==> config.mk <==
export PLATFORM = sky130hd
export DESIGN_NAME = shift_flag_unit
export DESIGN_NICKNAME = d
export VERILOG_FILES = /design/src/rtl/shift_pkg.sv /design/src/rtl/shift_dist_class.sv /design/src/rtl/shift_barrel.sv /design/src/rtl/shift_carry_pick.sv /design/src/rtl/shift_flag_unit.sv
export SDC_FILE = /design/constraint.sdc
export NUM_CORES = 1
export LEC_CHECK = 0
export ABC_CLOCK_PERIOD_IN_PS = 6030
export BUFFER_PORTS_ARGS = -buffer_cell sky130_fd_sc_hd__buf_4
export CORE_ASPECT_RATIO = 1.4
export CORE_MARGIN = 2
export CORE_UTILIZATION = 30
export DETAILED_ROUTE_END_ITERATION = 8
export HOLD_SLACK_MARGIN = 0.1
export PLACE_DENSITY = 0.55
export SLEW_MARGIN = 20
export SYNTH_ARGS = -nofsm -noshare
export SYNTH_HDL_FRONTEND = slang
export SYNTH_SLANG_ARGS = --single-unit
==> constraint.sdc <==
create_clock -name clk -period 6.03 [get_ports clk]
set_clock_uncertainty 0.1 [all_clocks]
set_input_delay 0.603 -clock clk [delete_from_list [all_inputs] [get_ports clk]]
set_output_delay 0.603 -clock clk [all_outputs]
set_load 0.01 [all_outputs]
==> src/rtl/shift_pkg.sv <==
package shift_pkg;

    localparam int unsigned WORD_W = 32;
    localparam int unsigned DIST_W = 8;

    typedef enum logic [1:0] {
        SK_LSL  = 2'b00,
        SK_LSR  = 2'b01,
        SK_ASR  = 2'b10,
        SK_PASS = 2'b11
    } shift_kind_e;

    // Where a distance falls relative to the word width
    typedef enum logic [1:0] {
        DR_ZERO   = 2'b00,
        DR_INSIDE = 2'b01,
        DR_EXACT  = 2'b10,
        DR_BEYOND = 2'b11
    } dist_range_e;

    function automatic logic moves_right(shift_kind_e k);
        return (k == SK_LSR) || (k == SK_ASR);
    endfunction

endpackage

==> src/rtl/shift_dist_class.sv <==
module shift_dist_class
    import shift_pkg::*;
#(
    parameter int unsigned DATA_W = WORD_W,
    parameter int unsigned AMT_W  = DIST_W,
    localparam int unsigned SH_W  = $clog2(DATA_W)
) (
    input  logic [AMT_W-1:0] dist_i,
    output dist_range_e      range_o,
    output logic [SH_W-1:0]  low_o
);
    logic [AMT_W-SH_W-1:0] upper;

    assign upper = dist_i[AMT_W-1:SH_W];
    assign low_o = dist_i[SH_W-1:0];

    always_comb begin
        if (dist_i == '0)
            range_o = DR_ZERO;
        else if (upper == '0)
            range_o = DR_INSIDE;
        else if (dist_i == AMT_W'(DATA_W))
            range_o = DR_EXACT;
        else
            range_o = DR_BEYOND;
    end

endmodule

==> src/rtl/shift_barrel.sv <==
module shift_barrel #(
    parameter int unsigned DATA_W = 32,
    localparam int unsigned SH_W  = $clog2(DATA_W)
) (
    input  logic [DATA_W-1:0] data_i,
    input  logic [SH_W-1:0]   dist_i,
    input  logic              left_i,
    input  logic              fill_i,
    output logic [DATA_W-1:0] data_o
);
    logic [DATA_W-1:0] flipped_in;
    logic [DATA_W-1:0] flipped_out;
    logic [DATA_W-1:0] stage [SH_W+1];

    // Left shifts reuse the right-shift network on a bit-reversed word
    for (genvar i = 0; i < DATA_W; i++) begin : g_flip
        assign flipped_in[i]  = data_i[DATA_W-1-i];
        assign flipped_out[i] = stage[SH_W][DATA_W-1-i];
    end

    assign stage[0] = left_i ? flipped_in : data_i;

    for (genvar g = 0; g < SH_W; g++) begin : g_stage
        localparam int unsigned SPAN = 1 << g;
        assign stage[g+1] = dist_i[g]
            ? {{SPAN{fill_i}}, stage[g][DATA_W-1:SPAN]}
            : stage[g];
    end

    assign data_o = left_i ? flipped_out : stage[SH_W];

endmodule

==> src/rtl/shift_carry_pick.sv <==
module shift_carry_pick
    import shift_pkg::*;
#(
    parameter int unsigned DATA_W = WORD_W,
    localparam int unsigned SH_W  = $clog2(DATA_W)
) (
    input  logic [DATA_W-1:0] data_i,
    input  shift_kind_e       kind_i,
    input  dist_range_e       range_i,
    input  logic [SH_W-1:0]   low_i,
    input  logic              flag_i,
    output logic              carry_o
);
    logic [SH_W-1:0] idx_left;
    logic [SH_W-1:0] idx_right;

    // Last bit shifted out: width-n for left, n-1 for right
    assign idx_left  = '0 - low_i;
    assign idx_right = low_i - 1'b1;

    always_comb begin
        carry_o = flag_i;
        unique case (kind_i)
            SK_LSL: begin
                unique case (range_i)
                    DR_ZERO:   carry_o = flag_i;
                    DR_INSIDE: carry_o = data_i[idx_left];
                    DR_EXACT:  carry_o = data_i[0];
                    DR_BEYOND: carry_o = 1'b0;
                    default:   carry_o = 1'b0;
                endcase
            end
            SK_LSR: carry_o = (range_i == DR_INSIDE) ? data_i[idx_right] : 1'b0;
            SK_ASR: carry_o = (range_i == DR_INSIDE) ? data_i[idx_right]
                                                     : data_i[DATA_W-1];
            SK_PASS: carry_o = flag_i;
            default: carry_o = flag_i;
        endcase
    end

endmodule

==> src/rtl/shift_flag_unit.sv <==
module shift_flag_unit
    import shift_pkg::*;
#(
    parameter int unsigned DATA_W = WORD_W,
    parameter int unsigned AMT_W  = DIST_W
) (
    input  logic              clk,
    input  logic              rst,
    input  logic [DATA_W-1:0] operand_i,
    input  logic [1:0]        kind_i,
    input  logic [AMT_W-1:0]  amount_i,
    input  logic              set_flag_i,
    output logic [DATA_W-1:0] result_o,
    output logic              carry_o,
    output logic              flag_o
);
    localparam int unsigned SH_W = $clog2(DATA_W);

    shift_kind_e       kind;
    dist_range_e       range;
    logic [SH_W-1:0]   low;
    logic              fill;
    logic [DATA_W-1:0] shifted;
    logic              carry;
    logic              flag_q;

    assign kind = shift_kind_e'(kind_i);
    assign fill = (kind == SK_ASR) & operand_i[DATA_W-1];

    shift_dist_class #(.DATA_W(DATA_W), .AMT_W(AMT_W)) u_class (
        .dist_i  (amount_i),
        .range_o (range),
        .low_o   (low)
    );

    shift_barrel #(.DATA_W(DATA_W)) u_barrel (
        .data_i (operand_i),
        .dist_i (low),
        .left_i (kind == SK_LSL),
        .fill_i (fill),
        .data_o (shifted)
    );

    shift_carry_pick #(.DATA_W(DATA_W)) u_carry (
        .data_i  (operand_i),
        .kind_i  (kind),
        .range_i (range),
        .low_i   (low),
        .flag_i  (flag_q),
        .carry_o (carry)
    );

    always_comb begin
        if (kind == SK_PASS || range == DR_ZERO)
            result_o = operand_i;
        else if (range == DR_INSIDE)
            result_o = shifted;
        else
            result_o = moves_right(kind) ? {DATA_W{fill}} : '0;
    end

    always_ff @(posedge clk) begin
        if (rst)
            flag_q <= 1'b0;
        else if (set_flag_i)
            flag_q <= carry;
    end

    assign carry_o = carry;
    assign flag_o  = flag_q;

endmodule

==> flow_summary.toml, run 1 <==
[sta]
fin_crit_ns = 4.56
setup_tns_ns = 0
slew_headroom_pct = 25.9
timing.final.crit_share_pct = 75.7
worstMarginPinSlew_ns = 1.10
hold_viol = 0
setup_slack_ns = 1.47
slew_violations = 0
setup_viol = 0
rsz0062_at_grt = "no"
max_freq_mhz = 219

[route]
drtAntennaViolNets = 0
dr.first_iter.drc_count = 705
vias_per_cell = 7.15
drt_pass1_iterations = 7
wl_per_cell_um = 30.0
drc = 0
wl_um = 22200
vias = 5292

[worst_setup_path]
worstPathCellList = "buf_4, clkinv_1, ha_1, mux4_2, mux4_2, nor2b_1, a31oi_1, a21oi_1, buf_4"
worstSetupPathType = "in -> out"
max_stage_delay_ns = 0.80
critical_path_buf_inv_count = 3
critPathTopFamily = "buffers and inverters"
path_max_fanout = 42
crit_required_ns = 5.33
endpoint_kind = "output port"
cpMaxStageDelayCell = "ha_1"
cp.arrival_ns = 3.86
cp-start-kind = "primary input"

[synthesis]
synth-edff-count = 0
synth_warnings = 0
seq_area_frac_synth_pct = 0.449
synth_nets = 569
synth-seq-cells = 1
syn_area_per_cell_um2 = 8.60
synth_area_mm2 = 0.00446
synthArstFlopShare_pct = 0
synthCells = 518
synth.distinct_cells = 66
ys.flop_type = "dfxtp_1"

[cells_and_area]
final_common_cell = "buf_4"
area_delta_synth_final_pct = 12.9
fillers = 1507
largest_reg_flops = 1
drive_gt1_share_pct = 32.1
final_cell_mix = "buf_4, mux4_2, nand2_1, nor2_1, o21ai_0"
diodes = 0
final_nets = 604

[floorplan]
num_rows = 52
die_area_mm2 = 0.0159
core_area_mm2 = 0.0145
ioPinCount = 79
die_x_um = 107
initial_utilization_pct = 30.7
die_h_um = 148

[grt]
grt_overflow = 0
grtUsageTotal_pct = 27.2
grt_max_degree = 52
grt_pass1_vias = 4970
grt_pass1_wl_um = 32500
antenna_found_initial = 0

[flow_run]
cap_violations = 0

[cts]
clock_latency_ns = 0
postCtsHoldBufs = 0
cts.clk_slew.worst_paths_ns = 0
ctsResizeCount = 0
post_cts_buffers = 0

[place]
numPortBuffers = 78
place_congestion = 0.997
pre_cts_ws_ns = 1.50
dp_hpwl_um = 16400

[power]
power_leakage_nw = 1.87
powerDensity_mw_per_mm2 = 111
ir_worst_vdd_mv = 0.0462

[hold_path]
hold_path_class = "reg -> reg"

[status]
status = "finished, final reports clean"
==> synthesized netlist by cell type (all sizes together) (3+ instances only) <==
cell type  number  area, um2
a2111oi         3       27.5
a211oi         11       82.6
a21bo           3       30.0
a21oi          33        165
a221oi          3       26.3
a2bb2oi         5       43.8
a311oi          3       26.3
a31o            3       26.3
a31oi           9       56.3
and2            4       25.0
and3            3       18.8
buf            29        219
clkbuf         24       95.1
clkinv          3       11.3
ha              6       75.1
inv            13       48.8
mux2           21        236
mux2i          37        370
mux4           66       1540
nand2          51        191
nand3           4       20.0
nor2           43        161
nor3           12       65.1
nor4            6       37.5
o2111ai         3       26.3
o211ai          6       45.0
o21a            4       30.0
o21ai          45        225
o221ai          8       70.1
o22ai           6       37.5
o311ai          3       26.3
o31ai           8       65.1
o41ai           3       26.3
or2             5       31.3
or3             6       37.5
==> cells by family (layout without fill, tap and decap cells) <==
kind of cell,Yosys count,count (layout),synth area share [%]
AO/OA/AOI/OAI,175,175,26.7
AND/OR/NAND/NOR,140,140,14.1
multiplexers,124,124,48.1
buffers and inverters,69,102,8.39
adder cells (fa/ha/maj),6,6,1.68
XOR/XNOR,3,3,0.590
flip-flops,1,1,0.449
==> layer usage <==
| metal | wire [um] | share of wire, % | track usage, % | vias up |
|---|---|---|---|---|
| li1 | - | - | - | 2176 |
| met3 | 2070 | 9.3 | 3.42 | 102 |
| met1 | 7800 | 35 | 33.7 | 2568 |
| met4 | 2000 | 9.0 | 16.8 | 0 |
| met2 | 10300 | 47 | 44.9 | 446 |
| met5 | 0 | 0 | 0 | - |
==> worst min-delay path, cell delays in order (launching register included) <==
cell and delay, ns:
dfxtp_1 0.32, nor2_1 0.11, a2111oi_0 0.08
==> final timing paths <==
| check | start | end | slack [ns] | cells past startpoint |
|---|---|---|---|---|
| worst max-delay path | amount_i[1] | carry_o | 1.47 | 9 |
| worst min-delay path | flag_o$_SDFFE_PP0P_ | flag_o$_SDFFE_PP0P_ | 0.48 | 2 |
| worst min register to register | flag_o$_SDFFE_PP0P_ | flag_o$_SDFFE_PP0P_ | 0.48 | 2 |
| worst max register to register | flag_o$_SDFFE_PP0P_ | flag_o$_SDFFE_PP0P_ | 4.35 | 5 |
==> power by group <==
group	total (mW)	switching (mW)	internal, mW
combinational	0.549	0.319	0.230
clock	0	0	0
sequential	0.00790	0.000631	0.00727
total	0.557	0.320	0.237
==> cell type report <==
class	count	area, um2	area share (%)
flip-flops and latches	1	20.0	0.398
well taps	189	236	4.70
multi-input cells	448	4070	80.9
repair buffers	86	646	12.8
inverters	16	60.1	1.19
==> stage by stage <==
| stage | area (um2) | util [%] | power, mW | cells | hold slack, ns |
|---|---|---|---|---|---|
| 6_report | 5030 | 34.7 | 0.557 | 740 | 0.476 |
| 5_1_grt | 5030 | 34.7 | 0.582 | 740 | 0.505 |
| 4_1_cts | 5030 | 34.7 | 0.543 | 740 | 0.476 |
| 3_5_place_dp | 5030 | 34.7 | 0.541 | 740 | 0.471 |
| 3_3_place_gp | 5030 | 34.7 | 0.541 | 740 | 0.473 |
| 2_1_floorplan | 4460 | - | 0.348 | 518 | 0.440 |
Note: power is estimated with default switching activity, not from simulation.
==> inputs of run 2 (changes only) <==
--- a/config.mk
+++ b/config.mk
@@ -5,14 +5,14 @@
 export SDC_FILE = /design/constraint.sdc
 export NUM_CORES = 1
 export LEC_CHECK = 0
-export ABC_CLOCK_PERIOD_IN_PS = 6030
+export ABC_CLOCK_PERIOD_IN_PS = 4100
 export BUFFER_PORTS_ARGS = -buffer_cell sky130_fd_sc_hd__buf_4
 export CORE_ASPECT_RATIO = 1.4
 export CORE_MARGIN = 2
 export CORE_UTILIZATION = 30
 export DETAILED_ROUTE_END_ITERATION = 8
 export HOLD_SLACK_MARGIN = 0.1
-export PLACE_DENSITY = 0.55
+export PLACE_DENSITY = 0.57
 export SLEW_MARGIN = 20
 export SYNTH_ARGS = -nofsm -noshare
 export SYNTH_HDL_FRONTEND = slang
==> constraint.sdc (replaced) <==
create_clock -name clk -period 4.1 [get_ports clk]
set_clock_uncertainty 0.1 [all_clocks]
set_input_delay 0.41 -clock clk [delete_from_list [all_inputs] [get_ports clk]]
set_output_delay 0.41 -clock clk [all_outputs]
set_load 0.01 [all_outputs]
==> run 2 against run 1 <==
Cell area up 2.4%. Final cell count up 1.8%. Critical endpoint is now result_o[7]. Utilization up 0.85 points. Worst hold slack worse by 0.0040 ns. Total power up 50%. Sequential power up 46%. First-iteration DRC count up 9.2%. Worst setup slack worse by 1.2 ns. Largest power group unchanged. Combinational power up 50%. Die area unchanged. Sequential cell count unchanged. Highest routed layer unchanged. Largest cell class unchanged. Routed wire length up 1.6%.
==> flow_summary.toml, run 2 (same netlist as run 1, synthesis figures left out) <==
[worst_setup_path]
rr_endpoint = "flag_o$_SDFFE_PP0P_"
cp.arrival_ns = 3.31
path_max_fanout = 26
worstPathCellList = "buf_4, buf_4, mux4_1, mux4_2, mux2i_1, nand2_1, o41ai_1, o22ai_1, buf_4"
r2r-start = "flag_o$_SDFFE_PP0P_"
reg2reg_slack_ns = 2.33
max_stage_delay_ns = 0.65
cpMaxStageDelayCell = "mux4_1"
crit_required_ns = 3.59
cp-start-kind = "primary input"
r2r_cells = 5
endpoint_kind = "output port"
crit_path_frequent_cell = "buf_4"
worstSetupPathType = "in -> out"

[route]
vias = 5363
drc = 0
dr.first_iter.drc_count = 770
wl_um = 22600
vias_per_cell = 7.12
drtAntennaViolNets = 0
drt_pass1_iterations = 8
wl_per_cell_um = 30.0

[cells_and_area]
instances_no_fill = 753
final_cell_mix = "buf_4, mux4_2, nand2_1, nor2_1, o21ai_0"
fin_util_pct = 35.5
final_nets = 617
drive_gt1_share_pct = 33.7
final-seq-area_um2 = 20.0
diodes = 0
fillers = 1487
final_common_cell = "buf_4"
area_delta_synth_final_pct = 15.6
largest_reg_flops = 1
multi_input_area_mm2 = 0.00407
postLayoutCellArea_mm2 = 0.00515

[grt]
grt_overflow = 0
grt_max_degree = 43
grtUsageTotal_pct = 27.6
grt_pass1_vias = 5050
antenna_found_initial = 0
grt_pass1_wl_um = 33000

[sta]
max_freq_mhz = 262
worstMarginPinSlew_ns = 0.724
setup_slack_ns = 0.281
hold-worst-slack_ns = 0.472
slew_violations = 0
slew_headroom_pct = 51.4
rsz0062_at_grt = "no"
timing.final.crit_share_pct = 93.2
setup_viol = 0
hold_viol = 0
setup_tns_ns = 0
fin_crit_ns = 3.82

[floorplan]
ioPinCount = 79
core_area_mm2 = 0.0145
die_h_um = 148
die_area_mm2 = 0.0159
die_x_um = 107
initial_utilization_pct = 30.7
num_rows = 52

[place]
dpl_cell_area_mm2 = 0.00515
numPortBuffers = 78
place_inst = 753
place_congestion = 1.03
pre_cts_ws_ns = 0.330
dp_hpwl_um = 16800

[power]
powerDensity_mw_per_mm2 = 162
power_leakage_nw = 1.94
p_total_mw = 0.833
ir_worst_vdd_mv = 0.0497

[cts]
post_cts_buffers = 0
ctsResizeCount = 0
postCtsHoldBufs = 0
cts.clk_slew.worst_paths_ns = 0
clock_latency_ns = 0

[status]
status = "finished, final reports clean"

[hold_path]
worstHoldStart = "flag_o$_SDFFE_PP0P_"
hold_path_class = "reg -> reg"
hold_end = "flag_o$_SDFFE_PP0P_"
holdPathStages = 2

[flow_run]
cap_violations = 0
==> run 2: cell types whose count changed in the layout (fill, tap and decap cells not counted), sizes merged <==
| cell | before | now |
|---|---|---|
| buf | 86 | 99 |
==> run 2: where the power goes <==
group	total (mW)	switching [mW]	internal, mW
combinational	0.822	0.471	0.350
sequential	0.0115	0.000851	0.0107
clock	0	0	0
==> run 2: how the worst max path moves through the flow <==
stage / depth (start not counted) / startpoint / to / slack (ns)
final: 9 / amount_i[1] / result_o[7] / 0.28
after global placement: 9 / amount_i[1] / result_o[7] / 0.36
after detailed placement: 9 / amount_i[1] / result_o[4] / 0.33
after CTS: 9 / amount_i[1] / result_o[4] / 0.33
after global routing: 9 / amount_i[1] / result_o[7] / 0.16
after floorplan: 13 / amount_i[0] / carry_o / 0.57
==> run 2: layout make-up <==
type                            instances  share of cell area, %
Multi-Input combinational cell        448                   79.0
Tap cell                              189                   4.59
Timing Repair Buffer                   99                   14.9
Inverter                               16                   1.17
Sequential cell                         1                  0.388
==> run 2: per-layer routing <==
| layer | global-route usage [%] | vias up | wire length [um] |
|---|---|---|---|
| li1 | - | 2205 | - |
| met1 | 32.9 | 2571 | 7820 |
| met2 | 45.6 | 455 | 10500 |
| met3 | 3.81 | 132 | 2030 |
| met4 | 19.3 | 0 | 2250 |
| met5 | 0 | - | 0 |
==> run 2: worst max-delay path: cells and delay by family <==
kind | cells | cell delay (ns)
AND/OR/NAND/NOR | 1 | 0.12
AO/OA/AOI/OAI | 2 | 0.35
multiplexers | 3 | 1.54
buffers and inverters | 3 | 0.87
==> inputs of run 3 (changes only) <==
--- a/config.mk
+++ b/config.mk
@@ -7,7 +7,6 @@
 export LEC_CHECK = 0
 export ABC_CLOCK_PERIOD_IN_PS = 4100
 export BUFFER_PORTS_ARGS = -buffer_cell sky130_fd_sc_hd__buf_4
-export CORE_ASPECT_RATIO = 1.4
 export CORE_MARGIN = 2
 export CORE_UTILIZATION = 30
 export DETAILED_ROUTE_END_ITERATION = 8
==> run 3 against run 2 <==
Worst setup slack worse by 0.21 ns. Via count shrank 1.0%. Critical endpoint is now result_o[18]. Critical path depth grew 1. Cell area shrank 0.32%. Final cell count shrank 0.40%. First-iteration DRC count down 6.6%.
==> flow_summary.toml, run 3 (same netlist as run 1, synthesis figures left out) <==
[status]
status = "finished, final reports clean"

[cells_and_area]
final-seq-area_um2 = 20.0
diodes = 0
drive_gt1_share_pct = 33.9
final_common_cell = "buf_4"
area_delta_synth_final_pct = 15.3
fillers = 1553
multi_input_area_mm2 = 0.00407
postLayoutCellArea_mm2 = 0.00514
final_nets = 619
largest_reg_flops = 1
final_cell_mix = "buf_4, mux4_2, nand2_1, nor2_1, o21ai_0"

[sta]
setup_tns_ns = 0
worstMarginPinSlew_ns = 0.735
hold-worst-slack_ns = 0.447
rsz0062_at_grt = "no"
hold_viol = 0
fin_crit_ns = 4.03
setup_viol = 0
slew_violations = 0
max_freq_mhz = 248
slew_headroom_pct = 50.6
timing.final.crit_share_pct = 98.4

[worst_setup_path]
r2r-start = "flag_o$_SDFFE_PP0P_"
cpMaxStageDelayCell = "nor4_1"
max_stage_delay_ns = 0.61
cp.arrival_ns = 3.52
endpoint_kind = "output port"
critPathTopFamily = "compound AO/OA/AOI/OAI gates"
worstPathCellList = "buf_4, buf_4, nand2_1, a21boi_0, o31a_1, o21ai_0, o2111a_1, nor4_1, buf_4, buf_4"
r2r_cells = 5
path_max_fanout = 28
cp-start-kind = "primary input"
critical_path_buf_inv_count = 4
reg2reg_slack_ns = 2.50
worstSetupPathType = "in -> out"
rr_endpoint = "flag_o$_SDFFE_PP0P_"
cp-startpoint = "amount_i[0]"
crit_required_ns = 3.59
crit_path_frequent_cell = "buf_4"

[cts]
cts.clk_slew.worst_paths_ns = 0
postCtsHoldBufs = 0
post_cts_buffers = 0
ctsResizeCount = 0
clock_latency_ns = 0

[floorplan]
initial_utilization_pct = 30.7
die_area_mm2 = 0.0158
core_area_mm2 = 0.0145
die_x_um = 126
num_rows = 44
die_h_um = 126
ioPinCount = 79

[route]
dr.first_iter.drc_count = 719
wl_um = 22900
top_layer_used = "met4"
wl_met1_um = 9280
drc = 0
drt_pass1_iterations = 5
vias = 5309
met3_length_um = 2370
vias_per_cell = 7.08
wl_per_cell_um = 30.6
wl_met2_um = 10200
drtAntennaViolNets = 0

[power]
p_int_mw = 0.359
combPwrFrac_pct = 98.6
p_sw_share_pct = 57.0
powerDensity_mw_per_mm2 = 162
switching_power_mw = 0.475
ir_worst_vdd_mv = 0.0817
seqPwrFrac_pct = 1.4
clkPwrFrac_pct = 0
power_leakage_nw = 1.94

[place]
numPortBuffers = 78
dp_hpwl_um = 16900
dpl_cell_area_mm2 = 0.00514
place_congestion = 0.981

[hold_path]
hold_end = "flag_o$_SDFFE_PP0P_"
holdPathStages = 2
worstHoldStart = "flag_o$_SDFFE_PP0P_"
hold_path_class = "reg -> reg"

[grt]
grt_pass1_wl_um = 33400
grt_overflow = 0
grt_pass1_vias = 4970
grt_max_degree = 43
grtUsageTotal_pct = 27.6
antenna_found_initial = 0

[flow_run]
cap_violations = 0
==> run 3: per-stage QoR <==
step	util (%)	power [mW]	setup slack, ns	instances
2_1_floorplan	-	0.512	0.572	518
3_3_place_gp	35.3	0.811	0.248	750
5_1_grt	35.3	0.872	0.0395	750
6_report	35.3	0.833	0.0665	750
3_5_place_dp	35.3	0.812	0.217	750
4_1_cts	35.3	0.814	0.209	750
==> run 3: worst reg2reg max path, cell delays in order, from the launching register on <==
cell and delay (ns):
dfxtp_1 0.36, mux2i_1 0.09, o41ai_1 0.31, a41o_1 0.14, nor2_1 0.05, a2111oi_0 0.41
==> run 3: area by class of cell <==
| cell class | count | area share (%) |
|---|---|---|
| sequential | 1 | 0.390 |
| inverter | 16 | 1.17 |
| multi-input combinational | 448 | 79.2 |
| tap | 184 | 4.48 |
| timing repair buffer | 101 | 14.8 |
==> run 3: power by group through the flow <==
stage	Combinational [mW]	Sequential [mW]	Clock (mW)
floorplan	0.501	0.0116	0
CTS	0.803	0.0115	0
detailed placement	0.800	0.0115	0
global route	0.861	0.0116	0
global placement	0.799	0.0114	0
finish	0.822	0.0115	0
==> run 3: routing by layer <==
layer  vias up  global-route usage, %
li1       2215                      -
met1      2632                   38.6
met2       397                   42.0
met3        65                   5.61
met4         0                   10.1
met5         -                      0
==> run 3: worst max path at each step <==
stage / cells past startpoint / slack (ns) / endpoint
floorplan: 13 / 0.57 / carry_o
global placement: 10 / 0.25 / result_o[18]
detailed placement: 10 / 0.22 / result_o[18]
CTS: 10 / 0.21 / result_o[18]
global route: 10 / 0.04 / result_o[18]
finish: 10 / 0.07 / result_o[18]
